<file path="src/rtl/spi_ctl_pkg.sv">
// Package: shared field positions, addresses and the control register type
// for the SPI control front end. Assumes an 8-bit register bus.
package spi_ctl_pkg;
    localparam int  REG_W     = 8;
    localparam int  ST_MODF   = 0;
    localparam int  ST_OVR    = 1;
    localparam logic ADDR_CTRL = 1'b0;
    localparam logic ADDR_STAT = 1'b1;

    // Field order matches control bits 7 down to 2.
    typedef struct packed {
        logic rx_ie;
        logic en;
        logic tx_ie;
        logic err_ie;
        logic master;
        logic mf_en;
    } ctrl_t;

    localparam int CTRL_W = $bits(ctrl_t);
    localparam int RSVD_W = REG_W - CTRL_W;
endpackage

</file>
<file path="src/rtl/spi_ctl_regs.sv">
// Module: control register. Holds the mode bits, refuses enable while a
// mode fault is pending, locks the mode bits while enabled, and pulses
// part_rst for one cycle when the enable drops. Assumes wr_ctrl is already
// decoded for the control address.
module spi_ctl_regs
    import spi_ctl_pkg::*;
(
    input  logic             clk,
    input  logic             rst_n,
    input  logic             wr_ctrl,
    input  logic [REG_W-1:0] wdata,
    input  logic             modf_flag,
    output ctrl_t            ctrl,
    output logic             part_rst
);
    ctrl_t ctrl_q;
    ctrl_t ctrl_d;
    logic  part_rst_q;
    logic [RSVD_W-1:0] unused_rsvd;

    assign unused_rsvd = wdata[RSVD_W-1:0];

    // Next-state of the control fields with the enable and lock guards.
    always_comb begin
        ctrl_d = ctrl_q;
        if (wr_ctrl) begin
            ctrl_d.rx_ie  = wdata[7];
            ctrl_d.tx_ie  = wdata[5];
            ctrl_d.err_ie = wdata[4];
            ctrl_d.en     = wdata[6] ? (ctrl_q.en | ~modf_flag) : 1'b0;
            if (!ctrl_q.en) begin
                ctrl_d.master = wdata[3];
                ctrl_d.mf_en  = wdata[2];
            end
        end
    end

    // Register the control fields and the disable pulse.
    always_ff @(posedge clk) begin
        if (!rst_n) begin
            ctrl_q     <= '0;
            part_rst_q <= 1'b0;
        end else begin
            ctrl_q     <= ctrl_d;
            part_rst_q <= ctrl_q.en & ~ctrl_d.en;
        end
    end

    assign ctrl     = ctrl_q;
    assign part_rst = part_rst_q;

    AST_EN_BLOCKED: assert property (@(posedge clk) disable iff (!rst_n)
        (wr_ctrl && wdata[6] && !ctrl_q.en && modf_flag) |=> !ctrl_q.en);

    AST_MODE_LOCKED: assert property (@(posedge clk) disable iff (!rst_n)
        ctrl_q.en |=> ($stable(ctrl_q.master) && $stable(ctrl_q.mf_en)));

    AST_PRST_ON_FALL: assert property (@(posedge clk) disable iff (!rst_n)
        part_rst_q |-> (!ctrl_q.en && $past(ctrl_q.en)));

    AST_PRST_ONE_CYCLE: assert property (@(posedge clk) disable iff (!rst_n)
        part_rst_q |=> !part_rst_q);
endmodule

</file>
<file path="src/rtl/spi_ctl_flags.sv">
// Module: mode-fault and overrun status flags. Strobes set them and a
// software write of 0 clears them; a set wins over a clear. Assumes
// wr_stat is already decoded for the status address.
module spi_ctl_flags
    import spi_ctl_pkg::*;
(
    input  logic       clk,
    input  logic       rst_n,
    input  logic       wr_stat,
    input  logic [1:0] wbits,
    input  logic       det_en,
    input  logic       viol,
    input  logic       ovr_evt,
    output logic       modf,
    output logic       ovr
);
    logic modf_q;
    logic ovr_q;

    // Set on strobe, clear on a written 0, set taking priority.
    always_ff @(posedge clk) begin
        if (!rst_n) begin
            modf_q <= 1'b0;
            ovr_q  <= 1'b0;
        end else begin
            if (det_en && viol)
                modf_q <= 1'b1;
            else if (wr_stat && !wbits[ST_MODF])
                modf_q <= 1'b0;
            if (ovr_evt)
                ovr_q <= 1'b1;
            else if (wr_stat && !wbits[ST_OVR])
                ovr_q <= 1'b0;
        end
    end

    assign modf = modf_q;
    assign ovr  = ovr_q;

    AST_MODF_SETS: assert property (@(posedge clk) disable iff (!rst_n)
        (det_en && viol) |=> modf_q);

    AST_MODF_NO_DETECT: assert property (@(posedge clk) disable iff (!rst_n)
        (!modf_q && !(det_en && viol)) |=> !modf_q);

    AST_OVR_SETS: assert property (@(posedge clk) disable iff (!rst_n)
        ovr_evt |=> ovr_q);
endmodule

</file>
<file path="src/rtl/spi_ctl_irq.sv">
// Module: interrupt output stage. Each request rises one cycle after its
// condition and falls in the cycle the condition drops. Assumes the
// condition inputs are free of glitches within a cycle.
module spi_ctl_irq #(
    parameter int N = 3
) (
    input  logic         clk,
    input  logic         rst_n,
    input  logic [N-1:0] cond,
    output logic [N-1:0] irq
);
    for (genvar i = 0; i < N; i++) begin : g_line
        logic cond_q;

        // Delay the condition by one cycle.
        always_ff @(posedge clk) begin
            if (!rst_n) cond_q <= 1'b0;
            else        cond_q <= cond[i];
        end

        assign irq[i] = cond_q & cond[i];

        AST_IRQ_LIVE: assert property (@(posedge clk) disable iff (!rst_n)
            irq[i] |-> cond[i]);

        AST_IRQ_LATE: assert property (@(posedge clk) disable iff (!rst_n)
            irq[i] |-> $past(cond[i]));
    end
endmodule

</file>
<file path="src/rtl/spi_ctl_front.sv">
// Module: top of the SPI control front end. Decodes the register bus,
// forms the interrupt conditions from counts, triggers and flags, and
// exports the mode controls. Assumes counts and triggers share CNT_W bits.
module spi_ctl_front
    import spi_ctl_pkg::*;
#(
    parameter int CNT_W = 4
) (
    input  logic             clk,
    input  logic             rst_n,
    input  logic             reg_wr,
    input  logic             reg_addr,
    input  logic [7:0]       reg_wdata,
    output logic [7:0]       reg_rdata,
    input  logic [CNT_W-1:0] rx_count,
    input  logic [CNT_W-1:0] rx_trig,
    input  logic [CNT_W-1:0] tx_count,
    input  logic [CNT_W-1:0] tx_trig,
    input  logic             rx_full,
    input  logic             tx_empty,
    input  logic             mode_viol,
    input  logic             overrun_evt,
    output logic             mod_en,
    output logic             master_dir,
    output logic             modf_det_en,
    output logic             part_rst,
    output logic             irq_rx,
    output logic             irq_tx,
    output logic             irq_err
);
    localparam int N_IRQ = 3;

    ctrl_t            ctrl;
    logic             modf;
    logic             ovr;
    logic             wr_ctrl;
    logic             wr_stat;
    logic             det_en;
    logic [N_IRQ-1:0] cond;
    logic [N_IRQ-1:0] irq;

    assign wr_ctrl = reg_wr && (reg_addr == ADDR_CTRL);
    assign wr_stat = reg_wr && (reg_addr == ADDR_STAT);
    assign det_en  = ctrl.mf_en & ~ctrl.master;

    spi_ctl_regs i_regs (
        .clk       (clk),
        .rst_n     (rst_n),
        .wr_ctrl   (wr_ctrl),
        .wdata     (reg_wdata),
        .modf_flag (modf),
        .ctrl      (ctrl),
        .part_rst  (part_rst)
    );

    spi_ctl_flags i_flags (
        .clk     (clk),
        .rst_n   (rst_n),
        .wr_stat (wr_stat),
        .wbits   (reg_wdata[1:0]),
        .det_en  (det_en),
        .viol    (mode_viol),
        .ovr_evt (overrun_evt),
        .modf    (modf),
        .ovr     (ovr)
    );

    // Interrupt conditions: thresholds qualified by flags and enables.
    always_comb begin
        cond[0] = ctrl.rx_ie && (rx_count >= rx_trig) && rx_full;
        cond[1] = ctrl.tx_ie && (tx_count <= tx_trig) && tx_empty;
        cond[2] = ctrl.err_ie && !ctrl.master && (modf || ovr);
    end

    spi_ctl_irq #(.N(N_IRQ)) i_irq (
        .clk   (clk),
        .rst_n (rst_n),
        .cond  (cond),
        .irq   (irq)
    );

    // Read-back multiplexer for the two registers.
    always_comb begin
        if (reg_addr == ADDR_STAT) reg_rdata = {6'b0, ovr, modf};
        else                       reg_rdata = {ctrl, {RSVD_W{1'b0}}};
    end

    assign mod_en      = ctrl.en;
    assign master_dir  = ctrl.master;
    assign modf_det_en = det_en;
    assign irq_rx      = irq[0];
    assign irq_tx      = irq[1];
    assign irq_err     = irq[2];

    AST_ERR_SLAVE_ONLY: assert property (@(posedge clk) disable iff (!rst_n)
        irq_err |-> !master_dir);

    AST_RX_NEEDS_FULL: assert property (@(posedge clk) disable iff (!rst_n)
        irq_rx |-> rx_full);

    AST_TX_NEEDS_EMPTY: assert property (@(posedge clk) disable iff (!rst_n)
        irq_tx |-> tx_empty);
endmodule

</file>
<file path="config.mk">
export PLATFORM = sky130hd
export DESIGN_NAME = spi_ctl_front
export DESIGN_NICKNAME = d
export VERILOG_FILES = /design/src/rtl/spi_ctl_pkg.sv /design/src/rtl/spi_ctl_regs.sv /design/src/rtl/spi_ctl_flags.sv /design/src/rtl/spi_ctl_irq.sv /design/src/rtl/spi_ctl_front.sv
export SDC_FILE = /design/constraint.sdc
export NUM_CORES = 1
export LEC_CHECK = 0
export ABC_CLOCK_PERIOD_IN_PS = 1500
export BUFFER_PORTS_ARGS = -buffer_cell sky130_fd_sc_hd__clkbuf_2
export CORE_ASPECT_RATIO = 0.7
export CORE_UTILIZATION = 35
export CTS_CLUSTER_SIZE = 12
export DETAILED_ROUTE_END_ITERATION = 10
export PLACE_DENSITY = 0.67
export SETUP_SLACK_MARGIN = 0.02
export SLEW_MARGIN = 20
export SYNTH_ARGS = -nofsm -noshare
export SYNTH_HDL_FRONTEND = slang
export SYNTH_SLANG_ARGS = --single-unit
export TNS_END_PERCENT = 30
</file>
<file path="constraint.sdc">
create_clock -name clk -period 1.5 [get_ports clk]
set_input_delay 0.15 -clock clk [delete_from_list [all_inputs] [get_ports clk]]
set_output_delay 0.15 -clock clk [all_outputs]
set_load 0.05 [all_outputs]
</file>
==> impl_metrics.ini, run 1 <==
[worst_setup_path]
worstSetupStartpointType = input pin
cp.required_ns = 1.35
crit_path_end_kind = output pin
critPathMaxStageDelay_ns = 0.32
crit_type = in2out
arrival_ns = 1.29
critPathSlowestCell = a2111oi_4
critPathMaxFanout = 2
r2r_start = i_regs.ctrl[4]$_SDFF_PN0_
startpoint = rx_count[0]
crit_path_cell_trace = clkbuf_2, inv_1, ha_1, nand2b_4, a2111oi_4, nor3_2, clkbuf_8

[floorplan]
ios = 47
core_area_mm2 = 0.001952
core.rowCount = 13
initial_core_util_pct = 38.91
die_h_um = 40.98
die_area_mm2 = 0.002363
die-width_um = 57.68

[pwr]
ir_worst_vdd_v = 0.0003359
power.total_uw = 792.1
powerDensity_mw_per_mm2 = 756.4
total_leakage_power_uw = 0.0005473

[layout]
fillers = 204
nets = 181
area_growth_pct = 37.89
fin_util_pct = 53.65
fin_cells = 162
diodes = 0
drive_above_1_share_pct = 40.00
seqCellArea_um2 = 240.2
fin_area_mm2 = 0.001047
multi_input_area_um2 = 456.7

[global_routing]
antenna_found_initial = 0
grt_pass1_vias = 647
grt_max_degree = 13
grtUsageTotal_pct = 15.77
grt_pass1_wl_um = 2628
grt.overflow.total = 0

[clock_network]
clock_tree.root_cell = clkbuf_4
h-tree-depth = 1
path_clk_slew_ns = 0.07
cts_tree = built
clkLatencyLatePin_ns = 0.27
cts_setup_buffers = 0
cts_sinks = 12
cts_made_buffers = 3
ctsHoldBuffers = 0
clock_path_buffers = 2

[outcome]
status = complete, but fails checks
violations = design-rule violations

[route]
vias_per_cell = 4.790
drtIter0Drc = 15
wl_per_cell_um = 11.41
drc = 3
antenna_left = 0
vias = 776
wirelength_um = 1848
drtPass1Iterations = 7

[logic_synthesis]
netlist_top_cells_area = dfxtp_1 (32%), ha_1 (13%), inv_1 (5.9%)
netlist_instances = 92
syn_area_per_cell_um2 = 8.255
synth_nets = 132
ys_warn_count = 0
ys_types = 24
yosysTopAreaCellShare_pct = 31.63
synth_top_cell_by_area = dfxtp_1
synth-seq-cells = 12
seq_area_frac_synth_pct = 31.63
synth_area_um2 = 759.5

[sta]
finClkSkew_ns = 0.0003902
maxSlewHeadroom_pct = 80.01
max_slew.worst_pin.slew_ns = 0.2998
finalCritPeriodShare_pct = 95.74
fmax_mhz = 696.3
holdWs_ns = 0.05913
setup_viol = 0
rsz0062_at_grt = true
layout_min_cycle_time_ns = 1.436
final_hold_viol_count = 0
final_max_slew_viol_count = 0

[placement]
hpwl_um = 1564
dpl-instance-area_um2 = 999.7
portBuffers = 46
gp_congestion = 0.6784
placed_cells = 158

[min_path]
min_from = reg_wdata[6]
hp-class = in2reg

[job]
drv_cap = 0
## synthesized netlist by cell type
| cell type | count |
|---|---|
| dfxtp_1 | 12 |
| inv_1 | 12 |
| nand2_1 | 11 |
| a21oi_1 | 8 |
| ha_1 | 8 |
| nor2b_1 | 7 |
| o21ai_0 | 6 |
| nand4_1 | 4 |
| nor2_1 | 4 |
| nor3_1 | 3 |
| and2_1 | 2 |
| buf_6 | 2 |
| nand3_1 | 2 |
| a2111oi_4 | 1 |
| and2b_1 | 1 |
| and4_1 | 1 |
| nand2b_1 | 1 |
| nand2b_4 | 1 |
| nor2_2 | 1 |
| nor3b_2 | 1 |
| o211a_1 | 1 |
| o211ai_1 | 1 |
| o21a_1 | 1 |
| o221a_2 | 1 |
## cells in the final DEF (no fill, tap or decap), types with 4 or more instances in the layout
master    netlist  final
o21ai_0         6      5
inv_1          12     12
clkbuf_2        0     44
a21oi_1         8      8
nand4_1         4      4
clkbuf_4        0      4
nand2_1        11     11
nor2b_1         7      7
ha_1            8      8
nor2_1          4      4
dfxtp_1        12     12
## per-stage QoR
| step | setup TNS (ns) | worst slack [ns] |
|---|---|---|
| floorplan | -0.4520 | -0.1377 |
| global placement | -0.001278 | -0.001278 |
| detailed placement | -0.03442 | -0.03442 |
| CTS | 0 | 0.01567 |
| global route | 0 | 0.004114 |
| finish | 0 | 0.06390 |
## layout make-up
| type | count | share of cell area (%) |
|---|---|---|
| multi-input combinational | 66 | 43.61 |
| timing repair buffer | 46 | 23.06 |
| sequential | 12 | 22.94 |
| inverter | 12 | 4.301 |
| clock buffer | 4 | 3.465 |
| tap | 22 | 2.628 |
## registers in the layout, indices dropped and copies added, names as in the netlist
name,flops
i_irq.g_line.cond_q,3
i_flags.ovr,1
i_flags.modf,1
i_regs.ctrl,6
i_regs.part_rst,1
## cell families after synthesis
group | after synthesis | share of synthesized area [%]
AOI/OAI and AO/OA | 19 | 17.63
adders and majority gates | 8 | 13.18
buffers and inverters | 14 | 8.896
DFF | 12 | 31.63
and+or+nand+nor | 39 | 28.66
## what timing repair did
action | 4_1_cts | 5_1_grt
pin swaps | 0 | 1
gates resized for setup | 3 | 0
endpoints found under the setup margin | 2 | 2
## where the power goes
part           internal [uW]  leakage (uW)  switching [uW]  total [uW]
clock network            148     0.0000210             108         256
logic                   82.1      0.000428             112         194
registers                330     0.0000979            11.9         342
total                    560      0.000547             232         792
## final timing paths
| path | to | slack, ns | cells after the start |
|---|---|---|---|
| max reg2reg | i_regs.ctrl[0]$_SDFFE_PN0P_ | 0.65 | 3 |
| min reg2reg | i_regs.ctrl[2]$_SDFFE_PN0P_ | 0.49 | 2 |
| max | irq_rx | 0.06 | 7 |
| min | i_regs.part_rst$_SDFF_PN0_ | 0.06 | 2 |
## metal layers
metal | vias up | routed length [um] | global-route usage (%)
met2 | 28 | 940 | 29.94
met1 | 338 | 802 | 18.25
met3 | 0 | 105 | 5.678
li1 | 410 | - | -
met5 | - | 0 | 0
met4 | 0 | 0 | 1.786
## critical path: cells and delay by family
family,cells,cell delay [ns]
adders and majority gates,1,0.29
buffers and inverters,3,0.30
AOI/OAI and AO/OA,1,0.32
and+or+nand+nor,2,0.23
Note: power is estimated with default switching activity, not from simulation.
==> inputs of run 2 (changes only) <==
- CTS_BUF_LIST: unset -> sky130_fd_sc_hd__clkbuf_16
- SETUP_SLACK_MARGIN: 0.02 -> 0.15
==> run 2 against run 1 <==
  * The run still ends with design-rule violations left
  * Setup slack improved by 0.059 ns
  * Combinational power up 12%
  * Sequential share of layout area shrank 2.2 points
  * Die area did not move
  * First-iteration DRC count grew 73%
  * Wire length increased by 5.4%
  * Clock skew increased by 0.0046 ns
  * Power is 33% higher
  * Critical path depth is 1 lower
  * Largest cell class unchanged
==> impl_metrics.ini, run 2 (synthesized netlist as in run 1, its figures left out) <==
[outcome]
status = complete, but fails checks
violations = design-rule violations

[pwr]
ir_worst_vdd_v = 0.0007163
p_comb_share_pct = 20.6
total_leakage_power_uw = 0.0005757
internal-power_uw = 776.4
power_frac_clock_pct = 46.8
powerDensity_mw_per_mm2 = 909.2
seq_power_share_pct = 32.6
swShare_pct = 26.29
switchingPower_uw = 277.0

[placement]
placed_cells = 158
hpwl_um = 1480
portBuffers = 46
gp_congestion = 0.7358
dpl-instance-area_mm2 = 0.001012

[clock_network]
h-tree-depth = 1
clock_tree.root_cell = clkbuf_16
cts_made_buffers = 3
clock_path_buffers = 2
cts_sinks = 12
path_clk_slew_ns = 0.04
cts_tree = built
clkLatencyLatePin_ns = 0.24
ctsHoldBuffers = 0

[sta]
finClkSkew_ns = 0.004985
max_slew.worst_pin.slew_ns = 0.3479
holdWs_ns = 0.08778
final_max_slew_viol_count = 0
fmax_mhz = 726.0
finalCritPeriodShare_pct = 91.82
maxSlewHeadroom_pct = 76.81
final_hold_viol_count = 0
setup_viol = 0
rsz0062_at_grt = true
layout_min_cycle_time_ns = 1.377

[global_routing]
antenna_found_initial = 0
grt.overflow.total = 0
grt-busiest-layer = met2
grtUsageTotal_pct = 17.24
grt_pass1_vias = 674
met1_usage_pct = 20.64
grt_pass1_wl_um = 2898
grtUsageMet2_pct = 28.49
grt_max_degree = 13
met3_usage_pct = 8.833

[layout]
multi_input_area_um2 = 510.5
area_growth_pct = 52.55
final_common_cell = clkbuf_2
drive_above_1_share_pct = 44.68
largest_reg_flops = 6
seqCellArea_um2 = 240.2
fin_util_pct = 59.36
fin_cells = 163
fillers = 176
diodes = 0
nets = 182
fin_area_mm2 = 0.001159
layout_common_cells = clkbuf_2 (44), dfxtp_1 (12), inv_1 (11), nand2_1 (11), a21oi_1 (7)

[floorplan]
ios = 47
core.rowCount = 13
die_h_um = 40.98
core_area_mm2 = 0.001952
initial_core_util_pct = 38.91
die_area_mm2 = 0.002363
die-width_um = 57.68

[worst_setup_path]
crit_path_end_kind = output pin
crit_type = in2out
worst-r2r-setup-slack_ns = 0.66
worstSetupStartpointType = input pin
cp.required_ns = 1.35
critPathMaxFanout = 2
arrival_ns = 1.23

[route]
drtPass1Iterations = 9
wirelength_um = 1948
antenna_left = 0
drtIter0Drc = 26
wl_per_cell_um = 11.95
vias_per_cell = 4.834
vias = 788
drc = 3

[min_path]
hp-class = in2reg

[job]
drv_cap = 0
-- run 2: cell types whose count changed in the layout (fill, tap and decap cells not counted), moves of 3 or more --
cell	previous run	this run
ha_1	8	5
clkbuf_16	0	3
clkbuf_4	4	0
ha_4	0	3
-- run 2: final cells by class --
type	instances	share of cell area [%]
Clock buffer	3	6.479
Clock inverter	1	0.3240
Inverter	12	3.888
Multi-Input combinational cell	66	44.06
Sequential cell	12	20.73
Tap cell	22	2.376
Timing Repair Buffer	47	22.14
-- run 2: path summary, 6_finish.rpt --
kind,cells after the start,start,endpoint
max,6,rx_trig[0],irq_rx
min,2,reg_wdata[6],i_regs.part_rst$_SDFF_PN0_
max reg2reg,3,i_regs.ctrl[4]$_SDFF_PN0_,i_regs.ctrl[1]$_SDFFE_PN0P_
min reg2reg,2,i_regs.ctrl[5]$_SDFFE_PN0P_,i_irq.g_line[0].cond_q$_SDFF_PN0_
-- run 2: per-stage QoR --
stage          setup WS (ns)  TNS [ns]  power (uW)
6_report              0.1226         0        1053
5_1_grt              0.09274         0        1102
4_1_cts               0.1285         0        1047
3_5_place_dp        -0.07078  -0.07078       546.6
3_3_place_gp        -0.03586  -0.03586       541.2
2_1_floorplan       -0.08597   -0.1800       479.4
-- run 2: power groups by stage --
stage          combinational [uW]  clock (uW)  sequential, uW
5_1_grt                       238         519             345
3_5_place_dp                  198           0             349
3_3_place_gp                  193           0             348
2_1_floorplan                 122           0             358
4_1_cts                       209         495             343
6_report                      217         493             343
-- run 2: timing repair --
action | 4_1_cts | 5_1_grt
resized for setup | 8 | 2
endpoints found under the setup margin | 2 | 3
pin swaps | 3 | 2
setup buffers | 0 | 1
-- run 2: critical path: stages --
cell and delay [ns]:
clkbuf_2 0.10, ha_4 0.23, nand2b_4 0.14, a2111oi_4 0.37, nor3_4 0.05, clkbuf_8 0.18
-- run 2: metal layers --
metal | routed length [um] | up-vias
met5 | 0 | -
met2 | 928 | 23
met4 | 7 | 0
met1 | 892 | 353
li1 | - | 410
met3 | 120 | 2
